<file path="src/rtl/irq_ctrl_pkg.sv">
package irq_ctrl_pkg;
  localparam int unsigned EXT_GRP_A = 4;
  localparam int unsigned EXT_GRP_B = 8;
  localparam int unsigned INT_SRCS  = 21;
  localparam int unsigned SYNC_STAGES = 2;

  typedef enum logic {EDGE_FALL = 1'b0, EDGE_RISE = 1'b1} edge_sel_e;

  function automatic int unsigned vec_bits(input int unsigned n);
    return (n < 2) ? 1 : $clog2(n);
  endfunction
endpackage

</file>
<file path="src/rtl/irq_edge_sync.sv">
module irq_edge_sync #(
  parameter int unsigned STAGES = 2
) (
  input  logic clk,
  input  logic rst,
  input  logic pin,
  input  logic rise_sel,
  output logic edge_hit
);
  import irq_ctrl_pkg::*;

  logic [STAGES-1:0] sync_q;
  logic              last_q;

  always_ff @(posedge clk) begin
    if (rst) begin
      sync_q <= '0;
      last_q <= 1'b0;
    end else begin
      sync_q <= {sync_q[STAGES-2:0], pin};
      last_q <= sync_q[STAGES-1];
    end
  end

  always_comb begin
    if (edge_sel_e'(rise_sel) == EDGE_RISE)
      edge_hit = sync_q[STAGES-1] & ~last_q;
    else
      edge_hit = ~sync_q[STAGES-1] & last_q;
  end
endmodule

</file>
<file path="src/rtl/irq_flag_bank.sv">
module irq_flag_bank #(
  parameter int unsigned N = 33
) (
  input  logic         clk,
  input  logic         rst,
  input  logic [N-1:0] set_i,
  input  logic [N-1:0] clr_i,
  output logic [N-1:0] flags_d
);
  logic [N-1:0] flags_q;

  // set beats clear when both strike the same flag
  always_comb flags_d = (flags_q & ~clr_i) | set_i;

  always_ff @(posedge clk) begin
    if (rst) flags_q <= '0;
    else     flags_q <= flags_d;
  end
endmodule

</file>
<file path="src/rtl/irq_prio_pick.sv">
module irq_prio_pick #(
  parameter int unsigned N = 33,
  parameter int unsigned W = 6
) (
  input  logic [N-1:0] req,
  output logic         any,
  output logic [W-1:0] idx
);
  always_comb begin
    any = |req;
    idx = '0;
    for (int i = N - 1; i >= 0; i--) begin
      if (req[i]) idx = W'(i);
    end
  end
endmodule

</file>
<file path="src/rtl/irq_ctrl_top.sv">
module irq_ctrl_top #(
  parameter int unsigned N_EXT_A = irq_ctrl_pkg::EXT_GRP_A,
  parameter int unsigned N_EXT_B = irq_ctrl_pkg::EXT_GRP_B,
  parameter int unsigned N_INT   = irq_ctrl_pkg::INT_SRCS,
  parameter int unsigned N_EXT   = N_EXT_A + N_EXT_B,
  parameter int unsigned N_SRC   = N_EXT + N_INT,
  parameter int unsigned VEC_W   = irq_ctrl_pkg::vec_bits(N_SRC)
) (
  input  logic             clk,
  input  logic             rst,
  input  logic [N_EXT-1:0] ext_pin,
  input  logic [N_EXT-1:0] ext_rise,
  input  logic [N_INT-1:0] int_req,
  input  logic [N_SRC-1:0] src_en,
  input  logic [N_SRC-1:0] clr_flag,
  input  logic             mask_wr,
  input  logic             mask_val,
  input  logic             irq_ack,
  input  logic             first_done,
  output logic             irq_req,
  output logic [VEC_W-1:0] irq_vec
);
  import irq_ctrl_pkg::*;

  logic [N_EXT-1:0] ext_hit;
  logic [N_SRC-1:0] set_all;
  logic [N_SRC-1:0] flags_d;
  logic [N_SRC-1:0] elig_d;
  logic             any_d;
  logic [VEC_W-1:0] win_d;
  logic             mask_q, mask_d;
  logic             lock_q, lock_d;
  logic             req_d;

  for (genvar j = 0; j < N_EXT; j++) begin : g_ext
    irq_edge_sync #(.STAGES(SYNC_STAGES)) u_sync (
      .clk      (clk),
      .rst      (rst),
      .pin      (ext_pin[j]),
      .rise_sel (ext_rise[j]),
      .edge_hit (ext_hit[j])
    );
  end

  assign set_all = {int_req, ext_hit};

  irq_flag_bank #(.N(N_SRC)) u_flags (
    .clk     (clk),
    .rst     (rst),
    .set_i   (set_all),
    .clr_i   (clr_flag),
    .flags_d (flags_d)
  );

  assign elig_d = flags_d & src_en;

  irq_prio_pick #(.N(N_SRC), .W(VEC_W)) u_pick (
    .req (elig_d),
    .any (any_d),
    .idx (win_d)
  );

  always_comb begin
    if (irq_ack && irq_req) mask_d = 1'b1;
    else if (mask_wr)       mask_d = mask_val;
    else                    mask_d = mask_q;
    lock_d = lock_q & ~first_done;
    req_d  = any_d & ~mask_d & ~lock_d;
  end

  always_ff @(posedge clk) begin
    if (rst) begin
      mask_q  <= 1'b1;
      lock_q  <= 1'b1;
      irq_req <= 1'b0;
      irq_vec <= '0;
    end else begin
      mask_q  <= mask_d;
      lock_q  <= lock_d;
      irq_req <= req_d;
      irq_vec <= win_d;
    end
  end
endmodule

</file>
<file path="config.mk">
export PLATFORM = sky130hd
export DESIGN_NAME = irq_ctrl_top
export DESIGN_NICKNAME = d
export VERILOG_FILES = /design/src/rtl/irq_ctrl_pkg.sv /design/src/rtl/irq_edge_sync.sv /design/src/rtl/irq_flag_bank.sv /design/src/rtl/irq_prio_pick.sv /design/src/rtl/irq_ctrl_top.sv
export SDC_FILE = /design/constraint.sdc
export NUM_CORES = 1
export LEC_CHECK = 0
export ABC_CLOCK_PERIOD_IN_PS = 5840
export BUFFER_PORTS_ARGS = -buffer_cell sky130_fd_sc_hd__buf_2
export CAP_MARGIN = 20
export CELL_PAD_IN_SITES_DETAIL_PLACEMENT = 1
export CELL_PAD_IN_SITES_GLOBAL_PLACEMENT = 2
export CORE_MARGIN = 2
export CORE_UTILIZATION = 31
export DETAILED_ROUTE_END_ITERATION = 10
export PLACE_DENSITY_LB_ADDON = 0.1
export SYNTH_ARGS = -nofsm -noshare
export SYNTH_HDL_FRONTEND = slang
export SYNTH_HIERARCHICAL = 1
export SYNTH_SLANG_ARGS = --single-unit
</file>
<file path="constraint.sdc">
create_clock -name clk -period 5.84 [get_ports clk]
set_clock_uncertainty 0.15 [all_clocks]
set_input_delay 0.292 -clock clk [delete_from_list [all_inputs] [get_ports clk]]
set_output_delay 0.292 -clock clk [all_outputs]
set_load 0.01 [all_outputs]
</file>
Word-level counts from Yosys, hierarchy flattened
Index checks and enable logic that the tools add are counted.
{"block": "op_classes", "n_mux": 46, "n_bitwise": 58, "n_reduce_logical": 8}
{"op": "5-bit two-way mux", "count": 16}
{"op": "33-bit bitwise AND", "count": 2}
{"op": "33-bit OR reduction", "count": 2}
{"op": "33-bit NOT", "count": 1}
{"op": "33-bit OR", "count": 1}
{"op": "4-bit two-way mux", "count": 8}
{"op": "1-bit bitwise AND", "count": 27}
{"op": "1-bit NOT", "count": 27}
{"op": "17-bit OR reduction", "count": 1}
{"op": "1-bit two-way mux", "count": 15}
{"op": "3-bit two-way mux", "count": 4}
{"op": "9-bit OR reduction", "count": 1}
{"op": "6-bit two-way mux", "count": 1}
{"op": "5-bit OR reduction", "count": 1}
{"op": "2-bit two-way mux", "count": 2}
{"op": "3-bit OR reduction", "count": 1}
{"op": "2-bit OR reduction", "count": 1}
{"op": "1-bit logical AND", "count": 1}
{"block": "totals", "in_bits": 117, "wordCells": 146, "regBits": 78}

Logic depth before layout (Yosys ltp)
{"block": "logic_depth", "word_depth": 37, "mapped_depth": 11}

Cells and area by module
Netlist, hierarchy kept.
{"module": "irq_flag_bank", "cells_each": 169, "area_per_inst_um2": 1448.9, "n_inst": 1}
{"module": "irq_edge_sync", "cells_each": 9, "area_per_inst_um2": 101.3, "n_inst": 12}
{"module": "irq_ctrl_top", "cells_each": 55, "area_per_inst_um2": 470.5, "n_inst": 1}
{"module": "irq_prio_pick", "cells_each": 68, "area_per_inst_um2": 409.1, "n_inst": 1}

Worst setup path after synthesis
OpenSTA, ideal clock, no wires.
{"block": "synth_path", "path_kind": "reg2reg", "from": "register g_ext[7].u_sync.sync_q[1]", "to": "register irq_req", "arrival_ps": 1930, "synth_period_minus_slack_ps": 2196, "path_stages_with_launch": 12, "path_buffers": 0, "setup_time_ps": 116, "path_slack_ps": 3644, "cell_sequence": "dfxtp_1 nand2b_1 o22ai_2 inv_1 nand2_1 and2_1 nor4_1 nand3_2 or3_4 nor4_2 nand2b_1 and3_1"}
{"block": "synth_via", "elab_chain_len": 8}
{"item": "from (decl)", "line": "irq_edge_sync.sv:12", "rtl": "logic [STAGES-1:0] sync_q;"}
{"item": "from (signal assigned)", "line": "irq_edge_sync.sv:20", "rtl": "sync_q <= {sync_q[STAGES-2:0], pin};"}
{"item": "1-bit NOT", "line": "irq_edge_sync.sv:29", "rtl": "edge_hit = ~sync_q[STAGES-1] & last_q;"}
{"item": "1-bit bitwise AND", "line": "irq_edge_sync.sv:29"}
{"item": "1-bit two-way mux *", "line": "irq_edge_sync.sv:26", "rtl": "if (edge_sel_e'(rise_sel) == EDGE_RISE)"}
{"item": "net ext_hit[7]", "line": "irq_ctrl_top.sv:25", "rtl": "logic [N_EXT-1:0] ext_hit;"}
{"item": "33-bit OR *", "line": "irq_flag_bank.sv:13", "rtl": "always_comb flags_d = (flags_q & ~clr_i) | set_i;"}
{"item": "net flags_d[7]", "line": "irq_ctrl_top.sv:27", "rtl": "logic [N_SRC-1:0] flags_d;"}
{"item": "33-bit bitwise AND *", "line": "irq_ctrl_top.sv:55", "rtl": "assign elig_d = flags_d & src_en;"}
{"item": "net elig_d[7]", "line": "irq_ctrl_top.sv:28", "rtl": "logic [N_SRC-1:0] elig_d;"}
{"item": "33-bit OR reduction *", "line": "irq_prio_pick.sv:10", "rtl": "any = |req;"}
{"item": "net any_d", "line": "irq_ctrl_top.sv:29", "rtl": "logic any_d;"}
{"item": "1-bit bitwise AND * (2 in a row)", "line": "irq_ctrl_top.sv:68", "rtl": "req_d = any_d & ~mask_d & ~lock_d;"}
{"item": "to (signal assigned)", "line": "irq_ctrl_top.sv:80", "rtl": "irq_req <= req_d;"}
{"item": "to (decl)", "line": "irq_ctrl_top.sv:20", "rtl": "output logic irq_req,"}
Mark *: on every way through the listed nets, which the timed path passes. The rest lies on a longest branch.
A chain may end at the register's enable or synchronous reset.

Worst setup path after layout
Ends and elaborated chain as after synthesis.

==> results_dict.tcl <==
set metrics [dict create \
    ir_worst_vdd_v 0.000142 \
    final_core_util 0.409 \
    cp-end-kind "flop" \
    tns_ps 0 \
    cts_tree "done" \
    post_cts_buffers 0 \
    cts.sinks 78 \
    wire_per_inst_um 12.9 \
    power_density_nw_per_um2 288 \
    hold_viol 0 \
    crit_chain "nand2b_1 > o22ai_2 > inv_1 > nand2_1 > and2_1 > nor4_1 > nand3_2 > or3_4 > nor4_2 > nand2b_1 > and3_1" \
    grt_antenna_before_repair 0 \
    syn_area_um2 3540 \
    ys_seq_area_frac 0.441 \
    cpPeakStageDelay_ps 490 \
    setup_violations 0 \
    cp.depth 11 \
    ctsLongestPathBuffers 2 \
    cts-root-buf "clkbuf_16" \
    fin_crit_sh 0.429 \
    insertion_delay_ps 330 \
    synth.distinct_cells 34 \
    vias_per_cell 4.46 \
    p_comb_frac 0.126 \
    clock.fmax_ghz 0.399 \
    grt_pass1_wl_um 14900 \
    start_kind "flop" \
    initial_core_util 0.314 \
    fp-row-count 39 \
    ant_nets 0 \
    worstSetupPathType "flop to flop" \
    power.switching_w 0.000310 \
    num_vias 3025 \
    swShare 0.234 \
    dr.pass1.iters 4 \
    syn_inst 400 \
    core_um2 11300 \
    cpMostUsedCell "nand2b_1" \
    drt-initial-drc-count 57 \
    io_pins 124 \
    cp.required_ps 5920 \
    cp_data_arrival_time_ps 2580 \
    drcViolationCount 0 \
    syn-num-nets 517 \
    final_max_slew_viol_count 0 \
    antenna_cells 0 \
    synth_top_area_frac 0.441 \
    ctsHtreeMaxLevel 3 \
    ff_latch_area_um2 1560 \
    clk_pin_slew_worst_paths_ps 60 \
    ys_warn_count 6 \
    grt-ovfl-total 0 \
    status "complete, no violations" \
    grt_max_degree 45 \
    nFillCells 1382 \
    rsz0062_at_grt "no" \
    min_path_type "primary input to flop" \
    intPower_w 0.00102 \
    worstMarginPinSlew_ps 580 \
    multi_input_area_um2 1770 \
    ys_top_cells_by_area "dfxtp_1, nand2b_1, nor2b_1, a21oi_2, and2_1" \
    period_minus_slack_ps 2510 \
    maxCapViolations 0 \
    yosys.area.top_type "dfxtp_1" \
    critPathTopFamily "simple AND/OR/NAND/NOR gates" \
    cp_max_fo 3 \
    power_frac_clock 0.445 \
    hpwl_um 6800 \
    postCtsHoldBufs 0 \
    slowest_stage "nor4_1" \
    hold_depth 2 \
    routabilityCongestion 0.731 \
    ff2ff_path_depth 11 \
    die_y_um 111 \
    seqPwrFrac 0.428 \
    nets 648 \
    numCtsBuffers 9 \
    cp.buffers_inverters 1 \
    die-area_um2 12300 \
    leakage_nw 2.09 \
    synth_seq_cells 78 \
    drive_above_1_share 0.353 \
    grt_pass1_vias 3209 \
    synth_area_per_cell_um2 8.86 \
    io_buffers 123 \
    syn_to_final_growth_pct 30.0 \
    die_x_um 111 \
    grt_util_all_layers 0.150 \
    cts_resized 0 \
    timing.slew.headroom 0.610 \
    wirelength_um 8750 \
]
-- power by group through the flow --
| stage | Sequential [W] | Combinational, W | Clock (W) |
|---|---|---|---|
| 2_1_floorplan | 0.000581 | 0.0000996 | 0 |
| 4_1_cts | 0.000569 | 0.000171 | 0.000615 |
| 6_report | 0.000569 | 0.000168 | 0.000591 |
| 3_3_place_gp | 0.000580 | 0.000167 | 0 |
| 3_5_place_dp | 0.000581 | 0.000170 | 0 |
| 5_1_grt | 0.000572 | 0.000191 | 0.000630 |
-- cells in the mapped netlist (all sizes together) --
library cell,count
o2111ai,1
a21o,1
and3,2
dfxtp,78
o31a,1
a21oi,40
buf,4
or4,5
a2111oi,2
nand2,49
o31ai,2
nor2,12
o311ai,1
o21a,1
nor4,7
o21ba,1
and2,34
or3,1
o22ai,12
inv,42
a221oi,3
nand2b,47
a31oi,1
nand3,1
o21ai,3
nor2b,43
nor3,6
-- worst register-to-register path: stages, from the launching register on --
cell      delay, ps
dfxtp_1         340
nand2b_1        130
o22ai_2          70
inv_1            80
nand2_1          50
and2_1          170
nor4_1          490
nand3_2         150
or3_4           370
nor4_2          170
nand2b_1         90
and3_1          140
-- metal layers --
metal	global-route usage	routed length, µm	share of wire
met1	0.179	3870	0.44
met5	0	0	0
met4	0.0592	170	0.019
met2	0.253	4200	0.48
met3	0.0432	506	0.058
-- placed cells by master, fill, tap and decap left out, types with 2 or more instances in the layout --
| master | count |
|---|---|
| buf_4 | 2 |
| and3_1 | 2 |
| nor2_1 | 12 |
| nor3_1 | 6 |
| o22ai_2 | 12 |
| a221oi_1 | 2 |
| a21oi_2 | 30 |
| a21oi_1 | 10 |
| nand2_1 | 49 |
| nor4_1 | 6 |
| and2_1 | 34 |
| dfxtp_1 | 78 |
| clkbuf_16 | 9 |
| a2111oi_0 | 2 |
| buf_2 | 122 |
| nor2b_1 | 43 |
| o31ai_1 | 2 |
| o21ai_0 | 2 |
| inv_1 | 42 |
| nand2b_1 | 47 |
| clkinv_2 | 2 |
| or4_4 | 3 |
| bufinv_16 | 2 |
-- worst paths after layout --
kind | startpoint | to | slack (ps)
hold reg to reg | g_ext[3].u_sync/sync_q[0]$_SDFF_PP0_ | g_ext[3].u_sync/sync_q[1]$_SDFF_PP0_ | 290
setup / recovery | g_ext[7].u_sync/sync_q[1]$_SDFF_PP0_ | irq_req$_SDFF_PP0_ | 3330
setup reg to reg | g_ext[7].u_sync/sync_q[1]$_SDFF_PP0_ | irq_req$_SDFF_PP0_ | 3330
hold / removal | ext_pin[9] | g_ext[9].u_sync/sync_q[0]$_SDFF_PP0_ | 10
-- metrics by stage --
step / cells / area (µm²) / worst slack [ps] / power [W] / hold slack (ps)
finish: 679 / 4610 / 3330 / 0.00133 / 15.0
global route: 679 / 4610 / 2990 / 0.00139 / 16.6
CTS: 679 / 4610 / 3330 / 0.00136 / 0.593
detailed placement: 663 / 4290 / 3330 / 0.000751 / 277
global placement: 663 / 4290 / 3400 / 0.000746 / 268
floorplan: 400 / 3540 / 3640 / 0.000681 / 214
-- kinds of logic after synthesis --
logic type / after synthesis / synth area share
and+or+nand+nor: 207 / 0.330
DFF: 78 / 0.441
AOI/OAI and AO/OA: 69 / 0.169
buffers and inverters: 46 / 0.0604
-- flip-flops by register name (all words and copies together), names as in the netlist --
name,cells
irq_vec,6
g_ext.u_sync/last_q,12
lock_q,1
mask_q,1
u_flags/flags_q,33
g_ext.u_sync/sync_q,24
irq_req,1
-- area by class of cell --
class | instances | area share
Multi-Input combinational cell | 276 | 0.384
Tap cell | 143 | 0.0388
Sequential cell | 78 | 0.339
Clock buffer | 10 | 0.0497
Timing Repair Buffer | 124 | 0.136
Inverter | 42 | 0.0342
Clock inverter | 6 | 0.0187
Note: power is estimated with default switching activity, not from simulation.
